[config.mk]
export PLATFORM = sky130hd
export DESIGN_NAME = usbh_irq_unit
export DESIGN_NICKNAME = d
export VERILOG_FILES = /design/src/rtl/usbh_irq_pkg.sv /design/src/rtl/usbh_irq_evt_map.sv /design/src/rtl/usbh_irq_status_bank.sv /design/src/rtl/usbh_irq_enable_bank.sv /design/src/rtl/usbh_irq_read_mux.sv /design/src/rtl/usbh_irq_unit.sv
export SDC_FILE = /design/constraint.sdc
export NUM_CORES = 1
export LEC_CHECK = 0
export ABC_AREA = 1
export BUFFER_PORTS_ARGS = -buffer_cell sky130_fd_sc_hd__buf_2
export CELL_PAD_IN_SITES_DETAIL_PLACEMENT = 1
export CELL_PAD_IN_SITES_GLOBAL_PLACEMENT = 1
export CORE_ASPECT_RATIO = 1.2
export CORE_MARGIN = 2
export CORE_UTILIZATION = 26
export CTS_CLUSTER_DIAMETER = 30
export DETAILED_ROUTE_END_ITERATION = 8
export HOLD_SLACK_MARGIN = 0.12
export PLACE_DENSITY_LB_ADDON = 0.1
export SLEW_MARGIN = 0
export SYNTH_ARGS = -nofsm -noshare
export SYNTH_HDL_FRONTEND = slang
export SYNTH_SLANG_ARGS = --single-unit
[constraint.sdc]
create_clock -name clk -period 0.9 [get_ports clk]
set_input_delay 0.18 -clock clk [delete_from_list [all_inputs] [get_ports clk]]
set_output_delay 0.18 -clock clk [all_outputs]
set_load 0.005 [all_outputs]
[src/rtl/usbh_irq_pkg.sv]
package usbh_irq_pkg;

    localparam int unsigned WORD_W = 32;

    typedef enum logic [1:0] {
        RA_STATUS  = 2'd0,
        RA_EN_SET  = 2'd1,
        RA_EN_CLR  = 2'd2,
        RA_UNUSED  = 2'd3
    } reg_addr_e;

    // Status position of event input idx: the low sources are packed from
    // bit 0, the last (hardware-owned) source sits at hi_pos.
    function automatic int unsigned src_bit(input int unsigned idx,
                                            input int unsigned n_src,
                                            input int unsigned hi_pos);
        return (idx == n_src - 1) ? hi_pos : idx;
    endfunction

endpackage

[src/rtl/usbh_irq_evt_map.sv]
module usbh_irq_evt_map #(
    parameter int unsigned DATA_W  = 32,
    parameter int unsigned NUM_SRC = 8,
    parameter int unsigned HI_POS  = 30
) (
    input  logic [NUM_SRC-1:0] evt_i,
    output logic [DATA_W-1:0]  set_o
);
    import usbh_irq_pkg::*;

    logic [DATA_W-1:0] spread [NUM_SRC];

    for (genvar g = 0; g < NUM_SRC; g++) begin : g_src
        localparam int unsigned POS = src_bit(g, NUM_SRC, HI_POS);
        always_comb begin
            spread[g]      = '0;
            spread[g][POS] = evt_i[g];
        end
    end

    always_comb begin
        set_o = '0;
        for (int i = 0; i < NUM_SRC; i++) begin
            set_o = set_o | spread[i];
        end
    end

endmodule

[src/rtl/usbh_irq_status_bank.sv]
module usbh_irq_status_bank #(
    parameter int unsigned      DATA_W   = 32,
    parameter logic [DATA_W-1:0] LIVE_MASK = '1,
    parameter logic [DATA_W-1:0] SW_MASK   = '1
) (
    input  logic              clk,
    input  logic              rst_n,
    input  logic [DATA_W-1:0] hw_set,
    input  logic              sw_wr,
    input  logic [DATA_W-1:0] sw_data,
    output logic [DATA_W-1:0] status_o
);
    typedef struct packed {
        logic [DATA_W-1:0] bits;
    } st_t;

    st_t st_d, st_q;
    logic [DATA_W-1:0] ack;

    always_comb begin
        st_d     = st_q;
        ack      = sw_wr ? (sw_data & SW_MASK) : '0;
        // event set is OR-ed last, so it wins over a same-cycle acknowledge
        st_d.bits = ((st_q.bits & ~ack) | hw_set) & LIVE_MASK;
    end

    always_ff @(posedge clk or negedge rst_n) begin
        if (!rst_n) st_q <= '0;
        else        st_q <= st_d;
    end

    assign status_o = st_q.bits;

    for (genvar b = 0; b < DATA_W; b++) begin : g_chk
        if (LIVE_MASK[b]) begin : g_live
            // a pulse always lands, even against a clear
            a_r8_set_wins: assert property (@(posedge clk) disable iff (!rst_n)
                hw_set[b] |=> status_o[b]);
            if (SW_MASK[b]) begin : g_sw
                a_r3_w1c: assert property (@(posedge clk) disable iff (!rst_n)
                    (sw_wr && sw_data[b] && !hw_set[b]) |=> !status_o[b]);
            end else begin : g_hw
                a_r4_sticky: assert property (@(posedge clk) disable iff (!rst_n)
                    status_o[b] |=> status_o[b]);
            end
        end else begin : g_dead
            a_r9_status_rsvd: assert property (@(posedge clk) disable iff (!rst_n)
                !status_o[b]);
        end
    end

endmodule

[src/rtl/usbh_irq_enable_bank.sv]
module usbh_irq_enable_bank #(
    parameter int unsigned       DATA_W  = 32,
    parameter logic [DATA_W-1:0] EN_MASK = '1
) (
    input  logic              clk,
    input  logic              rst_n,
    input  logic              set_wr,
    input  logic              clr_wr,
    input  logic [DATA_W-1:0] wdata,
    output logic [DATA_W-1:0] enable_o
);
    typedef struct packed {
        logic [DATA_W-1:0] bits;
    } en_t;

    en_t en_d, en_q;
    logic [DATA_W-1:0] up, down;

    always_comb begin
        en_d      = en_q;
        up        = set_wr ? (wdata & EN_MASK) : '0;
        down      = clr_wr ? wdata : '0;
        en_d.bits = ((en_q.bits | up) & ~down) & EN_MASK;
    end

    always_ff @(posedge clk or negedge rst_n) begin
        if (!rst_n) en_q <= '0;
        else        en_q <= en_d;
    end

    assign enable_o = en_q.bits;

    for (genvar b = 0; b < DATA_W; b++) begin : g_chk
        if (EN_MASK[b]) begin : g_live
            a_r5_set: assert property (@(posedge clk) disable iff (!rst_n)
                (set_wr && wdata[b]) |=> enable_o[b]);
            a_r6_clear: assert property (@(posedge clk) disable iff (!rst_n)
                (clr_wr && wdata[b]) |=> !enable_o[b]);
            a_r5_hold: assert property (@(posedge clk) disable iff (!rst_n)
                (!(set_wr && wdata[b]) && !(clr_wr && wdata[b])) |=> $stable(enable_o[b]));
        end
    end

endmodule

[src/rtl/usbh_irq_read_mux.sv]
module usbh_irq_read_mux #(
    parameter int unsigned DATA_W = 32
) (
    input  logic [1:0]        addr,
    input  logic [DATA_W-1:0] status_i,
    input  logic [DATA_W-1:0] enable_i,
    output logic [DATA_W-1:0] rdata_o
);
    import usbh_irq_pkg::*;

    always_comb begin
        unique case (reg_addr_e'(addr))
            RA_STATUS: rdata_o = status_i;
            RA_EN_SET: rdata_o = enable_i;
            default:   rdata_o = '0;
        endcase
    end

endmodule

[src/rtl/usbh_irq_unit.sv]
module usbh_irq_unit #(
    parameter int unsigned DATA_W     = 32,
    parameter int unsigned ADDR_W     = 2,
    parameter int unsigned NUM_SRC    = 8,
    parameter int unsigned HI_POS     = 30,
    parameter int unsigned MASTER_POS = 31
) (
    input  logic               clk,
    input  logic               rst_n,
    input  logic               reg_wr,
    input  logic [ADDR_W-1:0]  reg_addr,
    input  logic [DATA_W-1:0]  reg_wdata,
    output logic [DATA_W-1:0]  reg_rdata,
    input  logic [NUM_SRC-1:0] evt_pulse,
    output logic               irq_o
);
    import usbh_irq_pkg::*;

    function automatic logic [DATA_W-1:0] src_mask_f();
        logic [DATA_W-1:0] m = '0;
        for (int i = 0; i < NUM_SRC; i++) m[src_bit(i, NUM_SRC, HI_POS)] = 1'b1;
        return m;
    endfunction

    localparam logic [DATA_W-1:0] SRC_MASK = src_mask_f();
    localparam logic [DATA_W-1:0] SW_MASK  = SRC_MASK & ~(DATA_W'(1) << HI_POS);
    localparam logic [DATA_W-1:0] EN_MASK  = SRC_MASK | (DATA_W'(1) << MASTER_POS);

    logic [DATA_W-1:0] hw_set, status_w, enable_w;
    logic              wr_status, wr_set, wr_clr;

    assign wr_status = reg_wr && (reg_addr == ADDR_W'(RA_STATUS));
    assign wr_set    = reg_wr && (reg_addr == ADDR_W'(RA_EN_SET));
    assign wr_clr    = reg_wr && (reg_addr == ADDR_W'(RA_EN_CLR));

    usbh_irq_evt_map #(.DATA_W(DATA_W), .NUM_SRC(NUM_SRC), .HI_POS(HI_POS)) u_map (
        .evt_i (evt_pulse),
        .set_o (hw_set)
    );

    usbh_irq_status_bank #(.DATA_W(DATA_W), .LIVE_MASK(SRC_MASK), .SW_MASK(SW_MASK)) u_status (
        .clk      (clk),
        .rst_n    (rst_n),
        .hw_set   (hw_set),
        .sw_wr    (wr_status),
        .sw_data  (reg_wdata),
        .status_o (status_w)
    );

    usbh_irq_enable_bank #(.DATA_W(DATA_W), .EN_MASK(EN_MASK)) u_enable (
        .clk      (clk),
        .rst_n    (rst_n),
        .set_wr   (wr_set),
        .clr_wr   (wr_clr),
        .wdata    (reg_wdata),
        .enable_o (enable_w)
    );

    usbh_irq_read_mux #(.DATA_W(DATA_W)) u_rd (
        .addr     (reg_addr),
        .status_i (status_w),
        .enable_i (enable_w),
        .rdata_o  (reg_rdata)
    );

    typedef struct packed {
        logic irq;
    } out_t;

    out_t out_d, out_q;

    always_comb begin
        out_d     = out_q;
        out_d.irq = enable_w[MASTER_POS] && (|(status_w & enable_w & SRC_MASK));
    end

    always_ff @(posedge clk or negedge rst_n) begin
        if (!rst_n) out_q <= '0;
        else        out_q <= out_d;
    end

    assign irq_o = out_q.irq;

    // master off silences the line one cycle later
    a_r7_master_gate: assert property (@(posedge clk) disable iff (!rst_n)
        !enable_w[MASTER_POS] |=> !irq_o);
    // with no enabled pending source the line drops
    a_r7_no_source: assert property (@(posedge clk) disable iff (!rst_n)
        ((status_w & enable_w & SRC_MASK) == '0) |=> !irq_o);
    // the clear address never returns data
    a_r6_clr_reads_zero: assert property (@(posedge clk) disable iff (!rst_n)
        (reg_addr == ADDR_W'(RA_EN_CLR)) |-> (reg_rdata == '0));
    // the unused address changes nothing
    a_r10_unused_quiet: assert property (@(posedge clk) disable iff (!rst_n)
        (reg_wr && reg_addr == ADDR_W'(RA_UNUSED) && evt_pulse == '0) |=> $stable(status_w) && $stable(enable_w));
    // reserved enable bits stay 0
    a_r9_enable_rsvd: assert property (@(posedge clk) disable iff (!rst_n)
        (enable_w & ~EN_MASK) == '0);

endmodule

==> results of run 1 <==
[state kept, by name, summed over array words and instances (netlist names)]
signal / cells
u_enable.enable_o: 9
u_status.status_o: 8
irq_o: 1
[cells by family (layout without fill, tap and decap cells)]
group                  count (synthesis)  count (layout)  share of synthesized area (%)
flip-flops                            18              18                          41.00
other                                  1              23                         0.3414
AND/OR/NAND/NOR                       55              55                          22.32
AO/OA/AOI/OAI                         25              25                          11.39
buffers and inverters                 50              91                          24.94
[stage by stage]
step           hold slack, ns  cell area (µm²)
2_1_floorplan         -0.1156             1181
6_report               0.1179             1543
5_1_grt                0.1148             1543
4_1_cts                0.1169             1491
3_3_place_gp           0.1538             1261
3_5_place_dp           0.1587             1261
[final cells by class]
type,instances,share of cell area (%)
multi-input combinational,103,30.98
sequential,18,29.20
timing repair buffer,61,26.20
inverter,27,6.569
tap,54,4.380
clock buffer,3,2.676
[critical path: cells and delay by family (launching register included)]
kind / cells / cell delay, ns
buffers and inverters: 2 / 0.17
AO/OA/AOI/OAI: 1 / 0.12
flip-flops: 1 / 0.37
[where the power goes]
group	internal (mW)	total, mW	switching, mW
sequential	0.908	0.972	0.0646
combinational	0.349	0.675	0.326
clock	0.298	0.576	0.279
total	1.55	2.22	0.670
[cell usage in the layout (no fill, tap or decap), types with 3 or more instances in the layout]
| master | netlist | layout |
|---|---|---|
| nand2_2 | 2 | 6 |
| dlygate4sd3_1 | 0 | 8 |
| inv_1 | 26 | 17 |
| nor2_1 | 13 | 13 |
| o21ai_1 | 0 | 5 |
| buf_2 | 0 | 31 |
| conb_1 | 1 | 23 |
| o21ai_2 | 0 | 3 |
| o21ai_0 | 15 | 7 |
| dfrtp_1 | 18 | 18 |
| nand2_1 | 36 | 32 |
| a21oi_1 | 10 | 10 |
| inv_2 | 1 | 10 |
| buf_4 | 23 | 21 |
| clkbuf_8 | 0 | 3 |
[layer usage]
| metal | vias up | track usage [%] |
|---|---|---|
| li1 | 528 | - |
| met1 | 513 | 15.04 |
| met2 | 37 | 25.96 |
| met3 | 4 | 2.691 |
| met4 | 0 | 7.488 |
| met5 | - | 0 |
[worst max path at each step]
stage	to	depth (start not counted)	startpoint	slack, ns
finish	reg_rdata[4]	3	u_enable.enable_o[4]	-0.19
CTS	reg_rdata[0]	3	u_status.status_o[0]	-0.20
floorplan	u_status.status_o[30]	1	u_status.status_o[30]	0.13
detailed placement	reg_rdata[0]	6	reg_addr[0]	-0.20
global route	reg_rdata[4]	3	u_enable.enable_o[4]	-0.26
global placement	reg_rdata[0]	6	reg_addr[0]	-0.16
[what timing repair did]
| action | CTS | global route |
|---|---|---|
| hold endpoints to repair | 26 | 1 |
| resized for setup | 13 | 12 |
| pin swaps | 9 | 13 |
| endpoints found under the setup margin | 10 | 11 |
| setup buffers | 14 | 5 |
==> results.ini, run 1 <==
[logic_synthesis]
synth_ff_type=dfrtp_1
ys_top_cells_by_area=dfrtp_1 41%, buf_4 16%, nand2_1 12%
avgSynthCellArea_um2=7.373
syn_inst=149
synth-seq-area-share_pct=41.00
synth_warnings=0
async_flop_share_pct=100.0
synth_most_common_cell=nand2_1
synthTopCellsByCount=36 x nand2_1, 26 x inv_1, 23 x buf_4, 18 x dfrtp_1, 15 x o21ai_0
synth_area_mm2=0.001099
synth_edf_count=0
netlist.area_leader.share_pct=41.00
ys_seq_elements=18
yosys.area.top_type=dfrtp_1
synth_cell_types=14

[hold_path]
min_from=evt_pulse[7]
holdPathStages=2
hold_path_class=in -> reg
hold_path_end=u_status.status_o[30]

[clock_tree]
root_buffer=clkbuf_8
insertion_delay_ns=0.25
clkTransAtPathRegs_ns=0.07
cts_num_sinks=18
tritoncts=built
cts_hold_buf=8
cts_made_buffers=3
cts_buffer_depth=2
htree_num_levels=1

[global_route]
grt-ovfl-total=0
grt_use_total_pct=13.92
grt_start_max_net_pins=19
antenna_found_initial=0
grt_pass1_wl_mm=4.995
first_global_vias=1082

[sta]
max_freq_mhz=913.6
setup_viol=11
fin_crit_sh_pct=121.6
hold_viol=0
tns_ns=-1.621
slew_viol_final=0
timing.final.ws_setup_ns=-0.1946
final.setup_skew_ns=0.0005679
rsz0062_at_grt=true
fin_crit_ns=1.095

[floorplan]
die_x_um=63.34
rows=25
die-area_mm2=0.004763
start_util_pct=27.44
fp.coreArea_mm2=0.004004
num_io_pins=78
fp.dieH_um=75.21

[final_layout]
final_cells=266
regArea_um2=450.4
layout.nets=259
area_growth_syn_to_layout_pct=40.43
drive_gt1_share_pct=37.26
multi_input_area_um2=478.0
finish.utilization_pct=38.53
fill_cells=558
num_antenna_cells=0

[setup_path]
crit_chain=inv_2 > o21ai_1 > buf_2
slowest_stage=dfrtp_1
cp_max_fo=2
cpPeakStageDelay_ns=0.37
crit_type=reg -> out
endpoint_kind=primary output
reg2reg_depth=5
crit_arrival_ns=0.91
required_ns=0.72
r2r_slack_ns=-0.03
reg2reg_to=irq_o
timing.rr.start=u_enable.enable_o[2]
critPathLaunchType=register

[route]
wl_met3_um=177
viasPerCell=4.068
top_layer=met4
wl_met2_mm=1.732
drt-total-wl_mm=3.185
drc=0
firstDrtPassIters=2
drtIter0Drc=19
ant_nets=0
avgRoutedWirePerCell_um=11.97
wl_met1_mm=1.207
num_vias=1082

[placement]
place_ws_ns=-0.1985
dp.cells=237
place_hpwl_mm=2.187
place.gp.congestion=0.7009
port_buffers=31

[power]
power_mw=2.224
p_leak_nw=0.8528
ir_drop_mv=0.4014
power.density_mw_per_mm2=1441

[job]
cap_violations=0

[outcome]
violations=setup timing
outcome=finished, violations left

(Power assumes the default switching activity.)
==> run 2: changes to the inputs <==
- RECOVER_POWER: unset -> 100
==> run 2 against run 1 <==
Against the previous run: the run still ends with setup timing left; sequential share of layout area unchanged; register-to-register slack is essentially flat; setup slack about the same; critical path type unchanged; largest cell class unchanged; highest routed layer unchanged.
==> results.ini, run 2 (synthesized netlist as in run 1, its figures left out) <==
[clock_tree]
cts_num_sinks=18
htree_num_levels=1
cts_buffer_depth=2
root_buffer=clkbuf_8
clkTransAtPathRegs_ns=0.07
tritoncts=built
cts_hold_buf=8
cts_made_buffers=3
insertion_delay_ns=0.25

[job]
cap_violations=0

[setup_path]
reg2reg_depth=5
timing.rr.start=u_status.status_o[1]
critPathLaunchType=register
crit_type=reg -> out
crit_arrival_ns=0.92
crit_path_start=u_enable.enable_o[4]
required_ns=0.72
reg2reg_to=irq_o
slowest_stage=dfrtp_1
cp_max_fo=2
endpoint_kind=primary output
cpPeakStageDelay_ns=0.37
crit_chain=inv_2 > o21ai_1 > buf_2
r2r_slack_ns=-0.03

[placement]
place_hpwl_mm=2.187
dp.cells=237
port_buffers=31
postPlaceCellArea_mm2=0.001261
place_ws_ns=-0.1985
place.gp.congestion=0.7009

[power]
pwr-share-clk_pct=26.0
intPower_mw=1.554
switching_share_pct=30.14
switchingPower_mw=0.6703
power_mw=2.224
combPwrFrac_pct=30.3
p_leak_nw=0.8534
power.density_mw_per_mm2=1442
ir_drop_mv=0.4027
pwr-share-seq_pct=43.7

[route]
drc=0
drtIter0Drc=19
viasPerCell=4.056
drt-total-wl_mm=3.177
num_vias=1079
firstDrtPassIters=2
avgRoutedWirePerCell_um=11.94
ant_nets=0

[global_route]
grt-ovfl-total=0
grt_pass1_wl_mm=4.995
antenna_found_initial=0
grt_start_max_net_pins=19
grt_use_total_pct=13.92
first_global_vias=1082

[hold_path]
hold_path_class=in -> reg
hold_path_end=u_status.status_o[30]
holdPathStages=2
min_from=evt_pulse[7]

[sta]
whs_ns=0.1179
fin_crit_sh_pct=121.7
timing.final.ws_setup_ns=-0.1951
setup_viol=11
fin_crit_ns=1.095
hold_viol=0
slew_viol_final=0
max_freq_mhz=913.1
final.setup_skew_ns=0.0005315
rsz0062_at_grt=true

[final_layout]
final_cells=266
area_growth_syn_to_layout_pct=40.43
final_area_mm2=0.001543
final_common_cell=nand2_1
largest_reg_flops=9
num_antenna_cells=0
final_cell_mix=32 x nand2_1, 30 x buf_2, 23 x conb_1
layout.nets=259
drive_gt1_share_pct=37.26

[floorplan]
die_x_um=63.34
start_util_pct=27.44
num_io_pins=78
rows=25
die-area_mm2=0.004763
fp.dieH_um=75.21
fp.coreArea_mm2=0.004004

[outcome]
outcome=finished, violations left
violations=setup timing

==> run 2: final cells by class <==
| type | instances | area (µm²) |
|---|---|---|
| clock buffer | 3 | 41.29 |
| fill | 558 | 2461 |
| inverter | 27 | 101.3 |
| multi-input combinational | 103 | 478.0 |
| sequential | 18 | 450.4 |
| tap | 54 | 67.56 |
| timing repair buffer | 61 | 404.1 |
==> run 2: per-layer routing <==
| metal | part of all wire [%] | GRT usage [%] |
|---|---|---|
| met5 | 0 | 0 |
| met4 | 2.1 | 7.488 |
| met3 | 5.6 | 2.691 |
| met2 | 54 | 25.96 |
| met1 | 38 | 15.04 |
==> run 2: critical path, delay by kind of cell, from the launching register on <==
kind / cells / cell delay, ns
flops: 1 / 0.37
buf+inv: 2 / 0.17
compound gates: 1 / 0.12
==> run 2: worst max path at each step <==
| stage | to | slack [ns] | cells after the start |
|---|---|---|---|
| after floorplan | u_status.status_o[30] | 0.13 | 1 |
| after global placement | reg_rdata[0] | -0.16 | 6 |
| after detailed placement | reg_rdata[0] | -0.20 | 6 |
| after CTS | reg_rdata[0] | -0.20 | 3 |
| after global routing | reg_rdata[4] | -0.26 | 3 |
| final | reg_rdata[4] | -0.20 | 3 |
==> run 2: repair_timing <==
item | CTS | global route
gates cloned | 0 | 0
gates resized for setup | 13 | 12
pin swaps | 9 | 13
buffers inserted | 14 | 5
endpoints found under the setup margin | 10 | 11
endpoints found under the hold margin | 26 | 1
==> run 2: power by group through the flow <==
stage                     logic (mW)  clock network (mW)  registers [mW]
final                          0.674               0.578           0.972
after global routing           0.769               0.648           0.982
after CTS                      0.605               0.602           0.958
after detailed placement       0.448                   0           0.972
after global placement         0.433                   0           0.966
after floorplan                0.319                   0           0.960
==> run 2: per-stage QoR <==
step                util (%)  TNS, ns
finish                 38.53   -1.626
global route           38.53   -2.288
CTS                    37.25   -1.703
detailed placement     31.50   -2.678
global placement       31.50   -2.267
floorplan                  -        0
